### src/rtl/prio_irq_pkg.sv
package prio_irq_pkg;
  localparam int unsigned DEF_NSRC   = 32;
  localparam int unsigned DEF_PRIO_W = 8;
  localparam int unsigned DEF_LVL_W  = 4;
endpackage

### src/rtl/prio_irq_cell.sv
module prio_irq_cell #(
  parameter int unsigned LVL_W = 4
) (
  input  logic             clk,
  input  logic             rst_n,
  input  logic             line,
  input  logic             is_level,
  input  logic             en_we,
  input  logic             en_bit,
  input  logic             sw_set,
  input  logic             sw_clr,
  input  logic             take,
  input  logic             retire,
  input  logic             lvl_we,
  input  logic [LVL_W-1:0] lvl_wdata,
  output logic             pending,
  output logic             active,
  output logic             enabled,
  output logic [LVL_W-1:0] level
);
  logic line_q;
  logic hw_set;

  // level lines re-pend only once the own handler has left (and not while being taken)
  always_comb begin
    if (is_level) hw_set = line && !active && !take;
    else          hw_set = line && !line_q;
  end

  always_ff @(posedge clk or negedge rst_n) begin
    if (!rst_n) begin
      pending <= 1'b0;
      active  <= 1'b0;
      enabled <= 1'b0;
      level   <= '0;
      line_q  <= 1'b0;
    end else begin
      line_q  <= line;
      pending <= (pending && !sw_clr && !take) || sw_set || hw_set;
      active  <= (active && !retire) || take;
      if (en_we)  enabled <= en_bit;
      if (lvl_we) level   <= lvl_wdata;
    end
  end
endmodule

### src/rtl/prio_irq_arb.sv
module prio_irq_arb #(
  parameter int unsigned N     = 32,
  parameter int unsigned LVL_W = 4,
  localparam int unsigned IDX_W = $clog2(N)
) (
  input  logic [N-1:0]       cand,
  input  logic [N*LVL_W-1:0] lvls,
  output logic               found,
  output logic [IDX_W-1:0]   idx,
  output logic [LVL_W-1:0]   lvl
);
  // strict compare while scanning upward keeps the lowest index on ties
  always_comb begin
    found = 1'b0;
    idx   = '0;
    lvl   = '1;
    for (int i = 0; i < N; i++) begin
      if (cand[i] && (!found || lvls[i*LVL_W +: LVL_W] < lvl)) begin
        found = 1'b1;
        idx   = IDX_W'(i);
        lvl   = lvls[i*LVL_W +: LVL_W];
      end
    end
  end
endmodule

### src/rtl/prio_irq_ctrl.sv
module prio_irq_ctrl
  import prio_irq_pkg::*;
#(
  parameter int unsigned NSRC   = DEF_NSRC,
  parameter int unsigned PRIO_W = DEF_PRIO_W,
  parameter int unsigned LVL_W  = DEF_LVL_W,
  localparam int unsigned IDX_W = $clog2(NSRC)
) (
  input  logic              clk,
  input  logic              rst_n,
  input  logic [NSRC-1:0]   src_line,
  input  logic [NSRC-1:0]   src_level,
  input  logic              en_we,
  input  logic [NSRC-1:0]   en_wdata,
  input  logic [NSRC-1:0]   pend_set,
  input  logic [NSRC-1:0]   pend_clr,
  input  logic              prio_we,
  input  logic [IDX_W-1:0]  prio_idx,
  input  logic [PRIO_W-1:0] prio_wdata,
  input  logic              global_mask,
  input  logic              irq_ack,
  input  logic              irq_done,
  output logic              irq_req,
  output logic [IDX_W-1:0]  irq_vec,
  output logic              tail_chain
);
  logic [NSRC-1:0]       pend_v, act_v, en_v;
  logic [NSRC-1:0]       take_oh, retire_oh, inner_oh;
  logic [NSRC*LVL_W-1:0] lvl_v;
  logic [LVL_W-1:0]      lvl_wr;
  logic                  unused_low_bits;

  logic                  p_found, a_found, r_found;
  logic [IDX_W-1:0]      p_idx, a_idx, r_idx;
  logic [LVL_W-1:0]      p_lvl, a_lvl, r_lvl;
  logic                  beats, take;

  assign lvl_wr          = prio_wdata[PRIO_W-1 -: LVL_W];
  assign unused_low_bits = ^prio_wdata[PRIO_W-LVL_W-1:0];

  for (genvar g = 0; g < NSRC; g++) begin : g_src
    prio_irq_cell #(.LVL_W(LVL_W)) u_cell (
      .clk       (clk),
      .rst_n     (rst_n),
      .line      (src_line[g]),
      .is_level  (src_level[g]),
      .en_we     (en_we),
      .en_bit    (en_wdata[g]),
      .sw_set    (pend_set[g]),
      .sw_clr    (pend_clr[g]),
      .take      (take_oh[g]),
      .retire    (retire_oh[g]),
      .lvl_we    (prio_we && (prio_idx == IDX_W'(g))),
      .lvl_wdata (lvl_wr),
      .pending   (pend_v[g]),
      .active    (act_v[g]),
      .enabled   (en_v[g]),
      .level     (lvl_v[g*LVL_W +: LVL_W])
    );
  end

  // best enabled pending source
  prio_irq_arb #(.N(NSRC), .LVL_W(LVL_W)) u_arb_pend (
    .cand (pend_v & en_v), .lvls (lvl_v),
    .found(p_found), .idx(p_idx), .lvl(p_lvl)
  );

  // execution level: innermost active handler
  prio_irq_arb #(.N(NSRC), .LVL_W(LVL_W)) u_arb_act (
    .cand (act_v), .lvls (lvl_v),
    .found(a_found), .idx(a_idx), .lvl(a_lvl)
  );

  assign inner_oh = a_found ? (NSRC'(1) << a_idx) : '0;

  // level that an exit would uncover
  prio_irq_arb #(.N(NSRC), .LVL_W(LVL_W)) u_arb_rest (
    .cand (act_v & ~inner_oh), .lvls (lvl_v),
    .found(r_found), .idx(r_idx), .lvl(r_lvl)
  );

  assign beats      = p_found && (!a_found || (p_lvl < a_lvl));
  assign irq_req    = beats && !global_mask;
  assign irq_vec    = p_idx;
  assign take       = irq_req && irq_ack;
  assign take_oh    = take ? (NSRC'(1) << p_idx) : '0;
  assign retire_oh  = irq_done ? inner_oh : '0;
  assign tail_chain = irq_done && a_found && !global_mask && p_found &&
                      (!r_found || (p_lvl < r_lvl));

  logic unused_r_idx;
  assign unused_r_idx = ^r_idx;

  assert_take_activates_R4: assert property (@(posedge clk) disable iff (!rst_n)
    (irq_req && irq_ack) |=> act_v[$past(irq_vec)]);

  assert_only_enabled_R8: assert property (@(posedge clk) disable iff (!rst_n)
    irq_req |-> (en_v[irq_vec] && pend_v[irq_vec]));

  assert_mask_blocks_R7: assert property (@(posedge clk) disable iff (!rst_n)
    global_mask |-> (!irq_req && !tail_chain));

  assert_nest_grows_R3: assert property (@(posedge clk) disable iff (!rst_n)
    (irq_req && irq_ack && !irq_done) |=>
      ($countones(act_v) == $past($countones(act_v)) + 1));

  assert_retire_one_R4: assert property (@(posedge clk) disable iff (!rst_n)
    (irq_done && !irq_ack && (act_v != '0)) |=>
      ($countones(act_v) + 1 == $past($countones(act_v))));
endmodule

### config.mk
export PLATFORM = sky130hd
export DESIGN_NAME = prio_irq_ctrl
export DESIGN_NICKNAME = d
export VERILOG_FILES = /design/src/rtl/prio_irq_pkg.sv /design/src/rtl/prio_irq_cell.sv /design/src/rtl/prio_irq_arb.sv /design/src/rtl/prio_irq_ctrl.sv
export SDC_FILE = /design/constraint.sdc
export NUM_CORES = 1
export LEC_CHECK = 0
export ABC_CLOCK_PERIOD_IN_PS = 126800
export BUFFER_PORTS_ARGS = -buffer_cell sky130_fd_sc_hd__buf_2
export CORE_ASPECT_RATIO = 0.6
export CORE_MARGIN = 1
export CORE_UTILIZATION = 50
export DETAILED_ROUTE_END_ITERATION = 8
export GPL_TIMING_DRIVEN = 0
export PLACE_DENSITY = 0.68
export REMOVE_ABC_BUFFERS = 1
export SLEW_MARGIN = 40
export SYNTH_ARGS = -nofsm -noshare
export SYNTH_HDL_FRONTEND = slang
export SYNTH_SLANG_ARGS = --single-unit
### constraint.sdc
create_clock -name clk -period 126.8 [get_ports clk]
set_input_delay 19.02 -clock clk [delete_from_list [all_inputs] [get_ports clk]]
set_output_delay 19.02 -clock clk [all_outputs]
set_load 0.05 [all_outputs]
; ---- Word-level counts from Yosys, hierarchy flattened
; Index checks and enable logic that the tools add are counted.
[totals]
regBits = 256
in_bits = 180
output_inout_bits = 7
word_cells = 1352
[classes]
n_lt_le_gt_ge = 95
n_eq_ne = 31
n_shift = 2
muxes = 289
bitwise_logic = 3
reduce_logical = 772
[ops]
columns = op, n
row1 = 4-bit 2-to-1 mux, 112
row2 = 4-bit < comparator, 95
row3 = 1-bit logical AND, 324
row4 = 1-bit zero test, 256
row5 = 1-bit logical OR, 191
row6 = 5-bit 2-to-1 mux, 32
row7 = 1-bit 2-to-1 mux, 130
row8 = 32-bit 2-to-1 mux, 3
row9 = 5-bit equality test (second input constant), 16
row10 = 32-bit bitwise AND, 2
row11 = 1-bit by 5-bit left shift with 32-bit output (first input constant), 2
row12 = 5-bit by 4-bit equality test with 1-bit output (second input constant), 8
row13 = 32-bit inverter, 1
row14 = 3-bit 2-to-1 mux, 8
row15 = 5-bit by 3-bit equality test with 1-bit output (second input constant), 4
row16 = 5-bit by 2-bit equality test with 1-bit output (second input constant), 2
row17 = 2-bit 2-to-1 mux, 4
row18 = 5-bit by 1-bit equality test with 1-bit output (second input constant), 1
row19 = 5-bit zero test, 1

; ---- Logic depth before layout (Yosys ltp)
[logic_depth]
ltp_word = 257
ltp_mapped = 508
mapped_depth_nobuf = 483

; ---- By module
; A second synthesis with hierarchy kept.
[unflattened]
hier_cells = 4372
area_unflattened_um2 = 34296.6
[modules_own_cells]
columns = mod, n_inst, cells_each, area_per_inst_um2, seq_area_each_um2
row1 = prio_irq_arb at u_arb_act ..., 2, 1140, 7551.0, 0.0
row2 = prio_irq_cell, 32, 19, 300.3, 200.2
row3 = prio_irq_arb at u_arb_rest, 1, 1210, 7915.1, 0.0
row4 = prio_irq_ctrl, 1, 274, 1670.4, 0.0

; ---- Worst setup path before layout
; No wires, ideal clock.
[synth_path]
kind = register to output
startpoint = reg g_src[0].u_cell.active
endpoint = out tail_chain
arrival_ns = 82.423
t_required_ns = 107.780
path_slack_ns = 25.357
stages_incl_launch_ff = 468
path_buffers = 24
path_cell_list = dfrtp_1 buf_4 inv_2 nor2_1 ha_1 nand2_1 o311ai_4 a21o_1 nor2_1 a21oi_1 inv_1 ha_1 and2b_1 a31oi_1 o21ai_2 o31ai_4 nand2_1 o21ai_0 [432 not listed] a211oi_1 o2bb2ai_1 nor2_1 ha_1 a21o_1 a21oi_1 nand2b_1 or3_1 nor3_1 nor3_1 mux2_1 ha_1 o21ai_0 nand2b_1 a21oi_1 a31o_2 a211oi_1 a211oi_1
[synth_via]
elab_chain_len = 257
elab_cells_between_ends = 417
cone_classes = 63 x order compare / 1 x shift / 159 x mux / 2 x bitwise / 192 x reduce/logical
[synth_lines]
columns = element, line_no
row1 = "start, declared", prio_irq_cell.sv:17  ; output logic active,
row2 = "start signal, assigned", prio_irq_cell.sv:40  ; active <= (active && !retire) || take;
row3 = 4-bit 2-to-1 mux or 1-bit 2-to-1 mux (tied branches), prio_irq_arb.sv:18  ; if (cand[i] && (!found || lvls[i*LVL_W +: LVL_W] < lvl)) begin
row4 = 4-bit < comparator or 1-bit zero test (tied branches), prio_irq_arb.sv:18
row5 = 1-bit logical OR, prio_irq_arb.sv:18
row6 = 1-bit logical AND, prio_irq_arb.sv:18
row7 = 4-bit 2-to-1 mux or 1-bit 2-to-1 mux (tied branches), prio_irq_arb.sv:18
row8 = 4-bit < comparator or 1-bit zero test (tied branches), prio_irq_arb.sv:18
row9 = 1-bit logical OR, prio_irq_arb.sv:18
row10 = 1-bit logical AND, prio_irq_arb.sv:18
row11 = [241 not listed], n/a
row12 = 4-bit 2-to-1 mux or 1-bit 2-to-1 mux (tied branches), prio_irq_arb.sv:18
row13 = 4-bit < comparator or 1-bit zero test (tied branches), prio_irq_arb.sv:18
row14 = 1-bit logical OR, prio_irq_arb.sv:18
row15 = 1-bit logical AND, prio_irq_arb.sv:18
row16 = 4-bit 2-to-1 mux or 1-bit 2-to-1 mux (tied branches), prio_irq_arb.sv:18
row17 = 4-bit < comparator or 1-bit zero test (tied branches), prio_irq_ctrl.sv:89  ; (!r_found || (p_lvl < r_lvl));
row18 = 1-bit logical OR, prio_irq_ctrl.sv:89
row19 = 1-bit logical AND *, prio_irq_ctrl.sv:88  ; assign tail_chain = irq_done && a_found && !global_mask && p_found &&
row20 = "end, declared", prio_irq_ctrl.sv:25  ; output logic tail_chain
; Mark *: on every way between the ends. The rest lies on a longest branch, timed or not.

; ---- Final worst setup path
; Same ends and word-level chain as after synthesis.

==> out/summary.txt <==
Final core utilization: 54.6%
Post-Synthesis Cells: 3904
Synth Area in Compound Gates: 30.9%
DP Area: 31400 sq um
Element type at the critical path end: output pin
Post-layout min period: 117.99 ns
Crit Path Max Fanout: 18
Async SR Flop Fraction: 100%
Core area: 59600 sq um
Num CTS Buffers: 30
Vias/cell: 6.57
Final Routed Wirelength: 113 mm
Fin Setup TNS: 0 ns
Nets: 4328
Row count: 69
Unrepaired setup endpoints after global routing: no
R2r setup slk: 69.69 ns
CTS tree: yes
DRT antenna net count: 0
Period utilisation layout: 93.1%
Detailed placer's ending HPWL: 89.5 mm
Die height: 193 microns
DR pass1 iterations: 6
Vias in the first global route: 28000
Min-delay worst type: reg2reg
Final instance area: 32500 sq um
Grt ovf: 0
# H-tree levels: 1
Postcts setup bufs: 0
Via count: 31500
Worst skew pair latency: 0.65 ns
All-Layer GR Usage: 35.9%
Clock root buffer: clkbuf_16
Count of final setup violators: 0
Synth Area in Simple Gates: 21.3%
Slew margin rel.: 36.1%
Seq cells post-synth: 256
CP Class: reg2out
Largest net degree at the start of global routing: 74
Largest family of logic cells by synthesized area: compound AO/OA/AOI/OAI gates
Routability-driven placement congestion ratio: 1.01
Mux share of post-synthesis cell area: 10.8%
Mapped Avg Cell Area: 7.77 sq um
Top FF cell, synth: dfrtp_1
Starting Density: 50.9%
Adder-cell share of the synthesized area: 8.29%
Share of layout cells above drive strength 1: 16.3%
CP dominant cell by count: ha_1
Initial antenna violation count: 4
Slowest Stage Delay on Critical Path: 0.80 ns
Cell Area, Synth: 30300 sq um
Synth unique cells: 157
IO Port Bufs: 182
Slew Limit Fails: 0
Worst-Margin Slew: 0.951 ns
Post-Synth XOR/XNOR Area: 0.635%
Crit path launch type: flop
Post-synth EDFFs: 0
DRC errors left: 0
Yosys warning count: 0
Slowest-stage cell, CP: dfrtp_1
Register area share after synthesis: 21.1%
Max-Cap Viols: 0
F_max: 8.48 MHz
Area Overhead vs Synth: 7.18%
CP Data Arrival Time: 98.97 ns
# IOs: 187
Hold Buf Count CTS: 0
Clock Sinks: 256
Die ar.: 61700 sq um
Worst Path Required: 107.78 ns
Die Width: 320 microns
Status: complete, no violations
Iter 0 DRT Violations: 4142
First-pass GRT wire length: 171 mm
Clock transition at path regs: 0.07 ns
Clock Tree Buf Depth: 3
Hold Violations, Final: 0
Post-cts resize count: 0
Worst Clk Skew: 0.0421 ns
DR WL/cell: 23.6 microns
-- routing by layer --
metal	share of wire, %	global-route usage [%]	up-vias	routed length, microns
met4	2.2	7.36	2	2500
met1	48	56.4	14900	53900
li1	-	-	14700	-
met3	15	12.9	147	16800
met2	35	44.6	1735	39900
met5	0.0071	0	-	8
-- flip-flops by register name, indices dropped and copies added (netlist names) --
register	flops
g_src.u_cell.active	32
g_src.u_cell.pending	32
g_src.u_cell.enabled	32
g_src.u_cell.level	128
g_src.u_cell.line_q	32
-- through the flow --
step	setup WS, ns	instances	hold slack (ns)
final	8.81	4788	0.505
after global routing	1.33	4787	0.527
after CTS	10.91	4785	0.510
after detailed placement	12.15	4731	0.492
after global placement	12.24	4725	0.488
after floorplan	25.61	3762	0.473
-- path summary, 6_finish.rpt --
| check | start | endpoint | depth (start not counted) |
|---|---|---|---|
| min reg2reg | g_src[30].u_cell.enabled$_DFFE_PN0P_ | g_src[30].u_cell.enabled$_DFFE_PN0P_ | 1 |
| min | g_src[30].u_cell.enabled$_DFFE_PN0P_ | g_src[30].u_cell.enabled$_DFFE_PN0P_ | 1 |
| max reg2reg | g_src[0].u_cell.active$_DFF_PN0_ | g_src[0].u_cell.pending$_DFF_PN0_ | 254 |
| min in group asynchronous | rst_n | g_src[10].u_cell.level[1]$_DFFE_PN0P_ | 1 |
| max in group asynchronous | rst_n | g_src[0].u_cell.level[0]$_DFFE_PN0P_ | 4 |
| max | g_src[0].u_cell.active$_DFF_PN0_ | tail_chain | 441 |
-- synthesized netlist by cell type (all sizes together) (20+ instances only) --
library cell | count | area (sq um)
dfrtp | 256 | 6410
nor2b | 23 | 144
o21ai | 363 | 1850
or3 | 55 | 360
nor2 | 335 | 1260
and3 | 33 | 211
maj3 | 44 | 448
or2 | 42 | 273
o21a | 44 | 334
o21bai | 23 | 176
nand2 | 480 | 1820
nor4 | 20 | 146
ha | 165 | 2060
a211oi | 71 | 626
a21o | 59 | 452
nand3 | 91 | 460
nand4 | 26 | 163
nand2b | 52 | 328
a221o | 27 | 272
o22ai | 54 | 338
o211ai | 49 | 417
and2 | 53 | 347
mux2i | 114 | 1210
o31a | 23 | 203
clkbuf | 46 | 198
a31oi | 46 | 340
a21oi | 258 | 1340
o31ai | 35 | 309
mux2 | 181 | 2060
buf | 90 | 736
inv | 295 | 1110
nor3 | 85 | 440
-- cell type report --
class                   count  area (sq um)
clock buffers              32           758
inverters                 299          1120
flip-flops and latches    256          6410
clock inverters            22           278
multi-input cells        3207         21900
diodes                      2          5.00
fillers                  5760         27100
well taps                 781           977
repair buffers            189          1050
-- placed cells by master (no fill, tap or decap), types with 31 or more instances in the layout --
cell and count:
a211oi_1 56, a21o_1 52, a21oi_1 245, a31oi_1 39, and2_1 42, buf_2 177
dfrtp_1 256, ha_1 165, inv_1 290, maj3_1 38, mux2_2 167, mux2i_1 103
nand2_1 472, nand2b_1 51, nand3_1 90, nor2_1 332, nor3_1 77, o211ai_1 41
o21a_1 41, o21ai_0 324, o22ai_1 54, o31ai_1 31, or3_1 51
-- critical path, delay by kind of cell (launching register included) --
family,cells,cell delay [ns]
buffers and inverters,32,2.96
adders and majority gates,62,18.60
muxes,32,9.63
and+or+nand+nor,128,22.73
AOI/OAI and AO/OA,187,43.41
DFF,1,0.80
-- kinds of logic after synthesis --
family | count (synthesis)
XOR/XNOR | 22
buffers and inverters | 441
multiplexers | 295
AND/OR/NAND/NOR | 1354
adder cells (fa/ha/maj) | 209
AO/OA/AOI/OAI | 1327
flip-flops | 256
Power is not shown: default switching activity piles up to over one toggle a cycle in this logic, so the estimate is an artifact.
